[src/rtl/lockWatchdogPkg.sv]
package lockWatchdogPkg;

  // Strobes and levels from the register control to the counting datapath.
  typedef struct packed {
    logic       run;      // count advances on ticks
    logic       restart;  // zero the count and the prescaler this edge
    logic [1:0] period;   // active period code
  } ctlStrobes_t;

  // Field positions inside the 16-bit register.
  localparam int BIT_STROBE = 0;
  localparam int BIT_EN     = 1;
  localparam int BIT_LOCK   = 2;
  localparam int BIT_PER_LO = 3;
  localparam int BIT_FLAG   = 5;

endpackage

[src/rtl/lockWatchdogCtrl.sv]
module lockWatchdogCtrl
  import lockWatchdogPkg::*;
(
  input  logic        clk,
  input  logic        rstN,
  input  logic        wrEn,
  input  logic [15:0] wrData,
  input  logic        expire,
  input  logic        holdActive,
  output ctlStrobes_t ctl,
  output logic [15:0] rdData
);

  logic       enQ;
  logic       lockQ;
  logic       flagQ;
  logic [1:0] perQ;
  logic       wrOk;

  // Writes land only when unlocked and not in a reset hold.
  assign wrOk = wrEn && !lockQ && !holdActive;

  always_ff @(posedge clk or negedge rstN) begin
    if (!rstN) begin
      enQ   <= 1'b0;
      lockQ <= 1'b0;
      flagQ <= 1'b0;
      perQ  <= 2'd0;
    end else if (expire) begin
      enQ   <= 1'b0;
      lockQ <= 1'b0;
      perQ  <= 2'd0;
      flagQ <= 1'b1;
    end else if (wrOk) begin
      enQ   <= wrData[BIT_EN];
      lockQ <= wrData[BIT_LOCK];
      perQ  <= wrData[BIT_PER_LO +: 2];
    end
  end

  always_comb begin
    ctl.run     = enQ | lockQ;
    ctl.restart = wrOk && wrData[BIT_STROBE];
    ctl.period  = perQ;
  end

  always_comb begin
    rdData = 16'd0;
    rdData[BIT_EN]          = enQ;
    rdData[BIT_LOCK]        = lockQ;
    rdData[BIT_PER_LO +: 2] = perQ;
    rdData[BIT_FLAG]        = flagQ;
  end

  AST_FLAG_STICKY: assert property (@(posedge clk) disable iff (!rstN)
    flagQ |=> flagQ);
  AST_LOCK_HOLDS: assert property (@(posedge clk) disable iff (!rstN)
    (lockQ && !expire) |=> (lockQ && $stable(perQ) && $stable(enQ)));
  AST_EXPIRE_CLEARS: assert property (@(posedge clk) disable iff (!rstN)
    expire |=> (flagQ && !enQ && !lockQ && perQ == 2'd0));
  AST_HOLD_BLOCKS: assert property (@(posedge clk) disable iff (!rstN)
    (holdActive && !expire) |=> $stable(rdData));

endmodule

[src/rtl/lockWatchdogDp.sv]
module lockWatchdogDp
  import lockWatchdogPkg::*;
#(
  parameter int unsigned TICK_CYCLES = 5000,
  parameter int unsigned LIM0        = 14,
  parameter int unsigned LIM1        = 55,
  parameter int unsigned LIM2        = 220,
  parameter int unsigned LIM3        = 660,
  parameter int unsigned RST_CYCLES  = 16,
  parameter bit          IRQ_EN      = 1'b1
) (
  input  logic        clk,
  input  logic        rstN,
  input  ctlStrobes_t ctl,
  output logic        expire,
  output logic        cpuRstReq,
  output logic        wdtIrq
);

  localparam int unsigned PRE_W  = (TICK_CYCLES > 2) ? $clog2(TICK_CYCLES) : 1;
  localparam int unsigned MAX_01 = (LIM0 > LIM1) ? LIM0 : LIM1;
  localparam int unsigned MAX_23 = (LIM2 > LIM3) ? LIM2 : LIM3;
  localparam int unsigned LIM_MAX = (MAX_01 > MAX_23) ? MAX_01 : MAX_23;
  localparam int unsigned CNT_W  = $clog2(LIM_MAX + 1);
  localparam int unsigned RST_W  = $clog2(RST_CYCLES + 1);

  logic [PRE_W-1:0] preQ;
  logic [CNT_W-1:0] cntQ;
  logic [CNT_W-1:0] limit;
  logic [RST_W-1:0] holdQ;
  logic             tick;

  always_comb begin
    case (ctl.period)
      2'd0:    limit = CNT_W'(LIM0);
      2'd1:    limit = CNT_W'(LIM1);
      2'd2:    limit = CNT_W'(LIM2);
      default: limit = CNT_W'(LIM3);
    endcase
  end

  assign tick   = (preQ == PRE_W'(TICK_CYCLES - 1));
  assign expire = ctl.run && !ctl.restart && tick && (cntQ >= limit - CNT_W'(1));

  always_ff @(posedge clk or negedge rstN) begin
    if (!rstN) begin
      preQ <= '0;
      cntQ <= '0;
    end else if (ctl.restart || !ctl.run || expire) begin
      preQ <= '0;
      cntQ <= '0;
    end else if (tick) begin
      preQ <= '0;
      cntQ <= cntQ + CNT_W'(1);
    end else begin
      preQ <= preQ + PRE_W'(1);
    end
  end

  always_ff @(posedge clk or negedge rstN) begin
    if (!rstN)                holdQ <= '0;
    else if (expire)          holdQ <= RST_W'(RST_CYCLES);
    else if (holdQ != '0)     holdQ <= holdQ - RST_W'(1);
  end

  assign cpuRstReq = (holdQ != '0);

  generate
    if (IRQ_EN) begin : g_irq
      logic irqQ;
      always_ff @(posedge clk or negedge rstN) begin
        if (!rstN) irqQ <= 1'b0;
        else       irqQ <= expire;
      end
      assign wdtIrq = irqQ;
      AST_IRQ_PULSE: assert property (@(posedge clk) disable iff (!rstN)
        irqQ |=> !irqQ);
    end else begin : g_noIrq
      assign wdtIrq = 1'b0;
    end
  endgenerate

  AST_RST_FOLLOWS: assert property (@(posedge clk) disable iff (!rstN)
    expire |=> cpuRstReq);
  AST_IDLE_ZERO: assert property (@(posedge clk) disable iff (!rstN)
    !ctl.run |=> (cntQ == '0));
  AST_RESTART_SAFE: assert property (@(posedge clk) disable iff (!rstN)
    (ctl.restart && !cpuRstReq) |=> !cpuRstReq);
  AST_NO_OVERFLOW: assert property (@(posedge clk) disable iff (!rstN)
    cntQ <= CNT_W'(LIM_MAX));

endmodule

[src/rtl/lockWatchdog.sv]
module lockWatchdog
  import lockWatchdogPkg::*;
#(
  parameter int unsigned CLK_KHZ    = 50000,
  parameter int unsigned TICK_US    = 100,
  parameter int unsigned PER0_US    = 1400,
  parameter int unsigned PER1_US    = 5500,
  parameter int unsigned PER2_US    = 22000,
  parameter int unsigned PER3_US    = 66000,
  parameter int unsigned RST_CYCLES = 16,
  parameter bit          IRQ_EN     = 1'b1
) (
  input  logic        clk,
  input  logic        hwRstN,
  input  logic        wrEn,
  input  logic [15:0] wrData,
  output logic [15:0] rdData,
  output logic        cpuRstReq,
  output logic        wdtIrq
);

  localparam int unsigned TICK_CYCLES = (CLK_KHZ * TICK_US) / 1000;
  localparam int unsigned LIM0 = PER0_US / TICK_US;
  localparam int unsigned LIM1 = PER1_US / TICK_US;
  localparam int unsigned LIM2 = PER2_US / TICK_US;
  localparam int unsigned LIM3 = PER3_US / TICK_US;

  ctlStrobes_t ctl;
  logic        expire;

  lockWatchdogCtrl u_ctrl (
    .clk        (clk),
    .rstN       (hwRstN),
    .wrEn       (wrEn),
    .wrData     (wrData),
    .expire     (expire),
    .holdActive (cpuRstReq),
    .ctl        (ctl),
    .rdData     (rdData)
  );

  lockWatchdogDp #(
    .TICK_CYCLES (TICK_CYCLES),
    .LIM0        (LIM0),
    .LIM1        (LIM1),
    .LIM2        (LIM2),
    .LIM3        (LIM3),
    .RST_CYCLES  (RST_CYCLES),
    .IRQ_EN      (IRQ_EN)
  ) u_dp (
    .clk       (clk),
    .rstN      (hwRstN),
    .ctl       (ctl),
    .expire    (expire),
    .cpuRstReq (cpuRstReq),
    .wdtIrq    (wdtIrq)
  );

endmodule

[config.mk]
export PLATFORM = sky130hd
export DESIGN_NAME = lockWatchdog
export DESIGN_NICKNAME = d
export VERILOG_FILES = /design/src/rtl/lockWatchdogPkg.sv /design/src/rtl/lockWatchdogCtrl.sv /design/src/rtl/lockWatchdogDp.sv /design/src/rtl/lockWatchdog.sv
export SDC_FILE = /design/constraint.sdc
export NUM_CORES = 1
export LEC_CHECK = 0
export BUFFER_PORTS_ARGS = -buffer_cell sky130_fd_sc_hd__buf_2
export CAP_MARGIN = 20
export CORE_MARGIN = 4
export CORE_UTILIZATION = 56
export DETAILED_ROUTE_END_ITERATION = 6
export HOLD_SLACK_MARGIN = 0.06
export PLACE_DENSITY = 0.8
export SLEW_MARGIN = 15
export SYNTH_ARGS = -nofsm -noshare
export SYNTH_HDL_FRONTEND = slang
export SYNTH_HIERARCHICAL = 1
export SYNTH_SLANG_ARGS = --single-unit
[constraint.sdc]
create_clock -name clk -period 2.7 [get_ports clk]
set_clock_uncertainty 0.2 [all_clocks]
set_input_delay 0.27 -clock clk [delete_from_list [all_inputs] [get_ports clk]]
set_output_delay 0.27 -clock clk [all_outputs]
set_load 0.02 [all_outputs]
==> results of run 1 <==
[stage by stage]
stage | util | hold slack, ps | setup slack, ps | area, sq um
2_1_floorplan | - | -226 | 113 | 2200
3_3_place_gp | 0.603 | 173 | 263 | 2220
3_5_place_dp | 0.603 | 172 | 229 | 2220
4_1_cts | 0.646 | 66.3 | 196 | 2380
5_1_grt | 0.647 | 79.6 | 41.5 | 2390
6_report | 0.647 | 79.9 | 227 | 2390
[cell families after synthesis]
kind of cell	count (synthesis)	share of synthesized area
buffers and inverters	30	0.0875
adder cells (fa/ha/maj)	13	0.0754
multiplexers	3	0.0139
flip-flops	34	0.394
AO/OA/AOI/OAI	31	0.0870
other	1	0.00174
XOR/XNOR	11	0.0446
AND/OR/NAND/NOR	110	0.296
[metal layers]
layer | wire length (um) | vias to the layer above | global-route usage | share of wire
met5 | 0 | - | 0 | 0
met2 | 1910 | 36 | 0.282 | 0.48
met4 | 91 | 0 | 0.0723 | 0.023
li1 | - | 813 | - | -
met3 | 157 | 10 | 0.0489 | 0.040
met1 | 1810 | 779 | 0.213 | 0.45
[critical path, stage by stage (launching register included)]
cell	delay, ps
dfrtp_1	460
nand2b_1	180
ha_1	310
nand4b_4	100
o31ai_2	370
nor2_4	110
nor3_4	360
buf_4	210
nor3_1	50
[state kept, by name (all words and copies together) (netlist names)]
| signal | cells |
|---|---|
| u_dp/cntQ | 10 |
| u_dp/preQ | 13 |
| u_ctrl/flagQ | 1 |
| u_ctrl/perQ | 2 |
| u_ctrl/lockQ | 1 |
| u_ctrl/enQ | 1 |
| u_dp/wdtIrq | 1 |
| u_dp/holdQ | 5 |
[final cells by class]
class / count / share of cell area
Clock buffer: 8 / 0.0461
Inverter: 7 / 0.0110
Multi-Input combinational cell: 179 / 0.486
Sequential cell: 34 / 0.357
Tap cell: 48 / 0.0252
Timing Repair Buffer: 27 / 0.0755
[final timing paths]
check	endpoint	slack, ps	cells after the start	startpoint
min reg2reg	u_ctrl/flagQ	270	1	u_ctrl/flagQ
min in group asynchronous	u_dp/holdQ[0]	380	2	hwRstN
max	u_dp/holdQ[2]	230	8	u_ctrl/perQ[0]
max in group asynchronous	u_dp/cntQ[1]	1450	2	hwRstN
min	u_ctrl/lockQ	80	3	wrEn
max reg2reg	u_dp/holdQ[2]	230	8	u_ctrl/perQ[0]
[where the power goes]
part / switching [W] / internal (W)
sequential: 0.00000316 / 0.000512
clock: 0.000174 / 0.000257
combinational: 0.0000406 / 0.0000208
[repair_timing]
action | 4_1_cts | 5_1_grt
hold endpoints to repair | 38 | 0
hold buffers | 5 | 0
setup endpoints to repair | 0 | 1
gates resized for setup | 0 | 1
[Yosys cell counts]
library cell   n  share of area
nand4_1        3         0.0087
and2_2         1         0.0035
nor4b_2        2          0.014
nor3_4         1         0.0075
and2_1         2         0.0058
buf_4         16          0.056
or3_1          3         0.0087
o31ai_2        1         0.0058
clkbuf_1       4         0.0070
nand2_1       24          0.042
nor3b_1        1         0.0035
a31oi_1        4          0.012
nor2_4         1         0.0052
buf_2          1         0.0023
o21ai_0        6          0.014
a21oi_1       13          0.030
nand2b_1       9          0.026
xnor2_1        3          0.012
nor2b_1        3         0.0087
or2_2          2         0.0058
and4_1         2         0.0081
nand3_1       16          0.037
conb_1         1         0.0017
mux2i_1        3          0.014
nand3b_1       1         0.0035
ha_1          13          0.075
inv_1          7          0.012
nor2_1        21          0.037
nand4b_4       1          0.011
nand3_2        2         0.0093
nor3b_4        1         0.0087
and2_4         1         0.0041
and3_1         2         0.0058
dfrtp_1       34           0.39
o21a_1         1         0.0035
buf_6          2          0.010
nor4_2         1         0.0058
a211o_1        2         0.0081
a21oi_2        2         0.0081
o21ai_1        1         0.0023
xor2_1         8          0.032
nor3_1         8          0.019
a21o_1         1         0.0035
nor4b_1        2         0.0081
==> results.sh, run 1 <==
export IMPL_drt_iter0_drc=80
export IMPL_cts_max_path_buffers=2
export IMPL_cts_buffers=5
export IMPL_rows=22
export IMPL_grt_pass1_vias=1568
export IMPL_diodes=0
export IMPL_final_cell_mix="dfrtp_1, nand2_1, nor2_1"
export IMPL_synth_area_sq_um=2160
export IMPL_die_x_um=70.1
export IMPL_area_growth_pct=10.6
export IMPL_num_vias=1638
export IMPL_setup_viol=0
export IMPL_path_max_fanout=9
export IMPL_syn_inst=233
export IMPL_overflow=0
export IMPL_drtAntennaViolNets=0
export IMPL_slew_headroom=0.515
export IMPL_start_util=0.585
export IMPL_cts_tree="done"
export IMPL_critPathKind="reg -> reg"
export IMPL_grt_use_total=0.173
export IMPL_place_gp_congestion=0.788
export IMPL_peakVddDrop_v=0.000316
export IMPL_die_area_sq_um=4910
export IMPL_worst_pin_slew_ps=728
export IMPL_ys_seq_elements=34
export IMPL_end_kind="register"
export IMPL_yosysWarnings=6
export IMPL_static_leakage_power_nw=1.12
export IMPL_postSynthAreaPerCell_sq_um=9.26
export IMPL_status="completed"
export IMPL_clock_sinks=34
export IMPL_drt_pass1_iter_count=4
export IMPL_finalPower_w=0.00101
export IMPL_final_common_cell="dfrtp_1"
export IMPL_insertion_delay_ps=280
export IMPL_ys_types=44
export IMPL_slew_violations=0
export IMPL_pin_count=37
export IMPL_grt_max_degree=35
export IMPL_h_tree_depth=2
export IMPL_finalSetupTns_ps=0
export IMPL_rsz0062_at_grt="false"
export IMPL_multiInputGateArea_sq_um=1160
export IMPL_drv_cap=0
export IMPL_drc=0
export IMPL_die_h_um=70.1
export IMPL_postCtsSetupBuffers=0
export IMPL_hold_violations=0
export IMPL_dp_cells=290
export IMPL_cts_clk_slew_worst_paths_ps=60
export IMPL_min_path_type="in -> reg"
export IMPL_via_per_inst=5.41
export IMPL_crit_required_ps=2670
export IMPL_fin_cells=303
export IMPL_fillers=292
export IMPL_fmax_mhz=404
export IMPL_final_nets=286
export IMPL_post_route_period_util=0.916
export IMPL_port_buffers=14
export IMPL_area_sequential_sq_um=851
export IMPL_grt_pass1_wl_um=6800
export IMPL_synth_seq_area_share=0.394
export IMPL_power_density_nw_per_um2=422
export IMPL_worstPathArrival_ps=2440
export IMPL_core_area_sq_um=3690
export IMPL_critPathLaunchType="register"
export IMPL_antenna_found_initial=0
export IMPL_wl_per_cell_um=13.1
export IMPL_cts_root_buffer="clkbuf_8"
export IMPL_min_period_ps=2470
export IMPL_dp_hpwl_um=2710
export IMPL_drt_total_wl_um=3970
export IMPL_drive_above_1_share=0.184
Power figures use the tool's default switching activity.
==> run 2, diff against run 1 <==
CORE_MARGIN = 2   (was 4)
CORE_UTILIZATION = 51   (was 56)
PLACE_DENSITY = 0.76   (was 0.8)
clock period = 2 ns   (was 2.7 ns; I/O delays follow)
==> results.sh, run 2 (same netlist as run 1, synthesis figures left out) <==
export IMPL_cp_num_buf_inv=2
export IMPL_path_max_fanout=5
export IMPL_grt_pass1_wl_um=9800
export IMPL_setup_ws_ps=-421
export IMPL_whs_ps=138
export IMPL_die_area_sq_um=4770
export IMPL_die_h_um=69.1
export IMPL_critPathMostFrequentCell="a21oi_2"
export IMPL_post_route_period_util=1.21
export IMPL_path_cells="inv_4 -> ha_4 -> a211o_1 -> a21oi_2 -> o31ai_4 -> buf_4 -> nor4b_4 -> a31oi_1 -> a21oi_2"
export IMPL_static_leakage_power_nw=1.44
export IMPL_cp_depth=9
export IMPL_seq_power_share=0.423
export IMPL_crit_required_ps=2030
export IMPL_critPathTopFamily="compound AO/OA/AOI/OAI gates"
export IMPL_cts_clk_slew_worst_paths_ps=80
export IMPL_start_util=0.536
export IMPL_grt_max_degree=14
export IMPL_regMostFlops="u_dp/preQ"
export IMPL_clock_sinks=34
export IMPL_final_util=0.777
export IMPL_reg_top3="u_dp/preQ: 13 flops, u_dp/cntQ: 10 flops, u_dp/holdQ: 5 flops"
export IMPL_cts_buffers=5
export IMPL_slowest_delay_ps=460
export IMPL_slew_violations=0
export IMPL_port_buffers=14
export IMPL_fmax_mhz=413
export IMPL_min_path_type="in -> async"
export IMPL_hold_violations=0
export IMPL_core_area_sq_um=4030
export IMPL_rows=23
export IMPL_p_sw_w=0.000369
export IMPL_fin_cells=356
export IMPL_critPathLaunchType="register"
export IMPL_drv_cap=0
export IMPL_grt_use_total=0.261
export IMPL_final_common_cell="buf_4"
export IMPL_num_vias=2143
export IMPL_end_kind="register"
export IMPL_switching_share=0.224
export IMPL_status="finished, violations left"
export IMPL_min_period_ps=2420
export IMPL_cts_tree="done"
export IMPL_rsz0062_at_grt="true"
export IMPL_place_gp_congestion=0.859
export IMPL_critPathKind="reg -> reg"
export IMPL_diodes=0
export IMPL_final_nets=337
export IMPL_r2r_cells=9
export IMPL_worstPathArrival_ps=2450
export IMPL_wl_per_cell_um=20.9
export IMPL_overflow=0
export IMPL_die_x_um=69.1
export IMPL_final_cell_mix="buf_4, dfrtp_1, nand2_1"
export IMPL_finalPower_w=0.00165
export IMPL_antenna_found_initial=0
export IMPL_drt_iter0_drc=261
export IMPL_power_density_nw_per_um2=527
export IMPL_insertion_delay_ps=300
export IMPL_p_int_w=0.00128
export IMPL_drt_total_wl_um=7460
export IMPL_drt_pass1_iter_count=6
export IMPL_area_growth_pct=45.0
export IMPL_final_area_sq_um=3130
export IMPL_dp_cells=321
export IMPL_power_frac_comb=0.084
export IMPL_pwr_share_clk=0.493
export IMPL_dp_hpwl_um=3230
export IMPL_fillers=202
export IMPL_pin_count=37
export IMPL_peakVddDrop_v=0.000461
export IMPL_largest_reg_flops=13
export IMPL_drtAntennaViolNets=0
export IMPL_grt_pass1_vias=2010
export IMPL_violations="negative setup slack"
export IMPL_placedInstanceArea_sq_um=2550
export IMPL_drive_above_1_share=0.454
export IMPL_drc=0
export IMPL_cts_max_path_buffers=2
export IMPL_via_per_inst=6.02
export IMPL_cts_root_buffer="clkbuf_8"
export IMPL_setup_viol=34
export IMPL_h_tree_depth=2
export IMPL_critPathSlowestCell="dfrtp_2"
-- run 2: per-layer routing --
| layer | global-route usage | vias to the layer above | share of wire |
|---|---|---|---|
| met3 | 0.0687 | 28 | 0.076 |
| met5 | 0 | - | 0 |
| met1 | 0.311 | 1053 | 0.38 |
| li1 | - | 919 | - |
| met4 | 0.0980 | 0 | 0.045 |
| met2 | 0.450 | 143 | 0.50 |
-- run 2: worst register-to-register path, stage by stage, from the launching register on --
cell and delay (ps):
dfrtp_2 460, inv_4 100, ha_4 200, a211o_1 310, a21oi_2 250, o31ai_4 140
buf_4 170, nor4b_4 270, a31oi_1 110, a21oi_2 150
-- run 2: what timing repair did --
item / 4_1_cts / 5_1_grt
endpoints found under the hold margin: 38 / 0
endpoints found under the setup margin: 32 / 35
buffers inserted: 11 / 12
resized for setup: 17 / 30
hold buffers: 6 / 0
pin swaps: 10 / 12
cloned: 1 / 0
-- run 2: metrics by stage --
step	setup slack, ps	TNS, ps
2_1_floorplan	-219	-3550
3_5_place_dp	-289	-4720
6_report	-421	-7860
4_1_cts	-237	-4250
5_1_grt	-478	-9830
3_3_place_gp	-238	-3530
-- run 2: area by class of cell --
type | instances | area [sq um] | area share
sequential | 34 | 853 | 0.273
clock buffer | 6 | 82.6 | 0.0264
tap | 50 | 62.6 | 0.0200
clock inverter | 2 | 60.1 | 0.0192
multi-input combinational | 179 | 1410 | 0.451
inverter | 7 | 36.3 | 0.0116
timing repair buffer | 78 | 622 | 0.199
-- run 2: power by group through the flow --
stage | logic (W) | registers, W | clock network [W]
floorplan | 0.0000714 | 0.000708 | 0
global route | 0.000146 | 0.000696 | 0.000860
global placement | 0.0000848 | 0.000708 | 0
detailed placement | 0.0000873 | 0.000708 | 0
finish | 0.000138 | 0.000697 | 0.000813
CTS | 0.000113 | 0.000694 | 0.000805
-- run 2: final timing paths --
kind,from,to,slack (ps)
hold reg to reg,u_ctrl/flagQ,u_ctrl/flagQ,320
min in group clk,wrData[0],u_dp/wdtIrq,300
setup reg to reg,u_ctrl/perQ[1],u_dp/cntQ[6],-420
setup / recovery,u_ctrl/perQ[1],u_dp/cntQ[6],-420
max in group asynchronous,hwRstN,u_dp/preQ[2],950
hold / removal,hwRstN,u_dp/cntQ[6],140
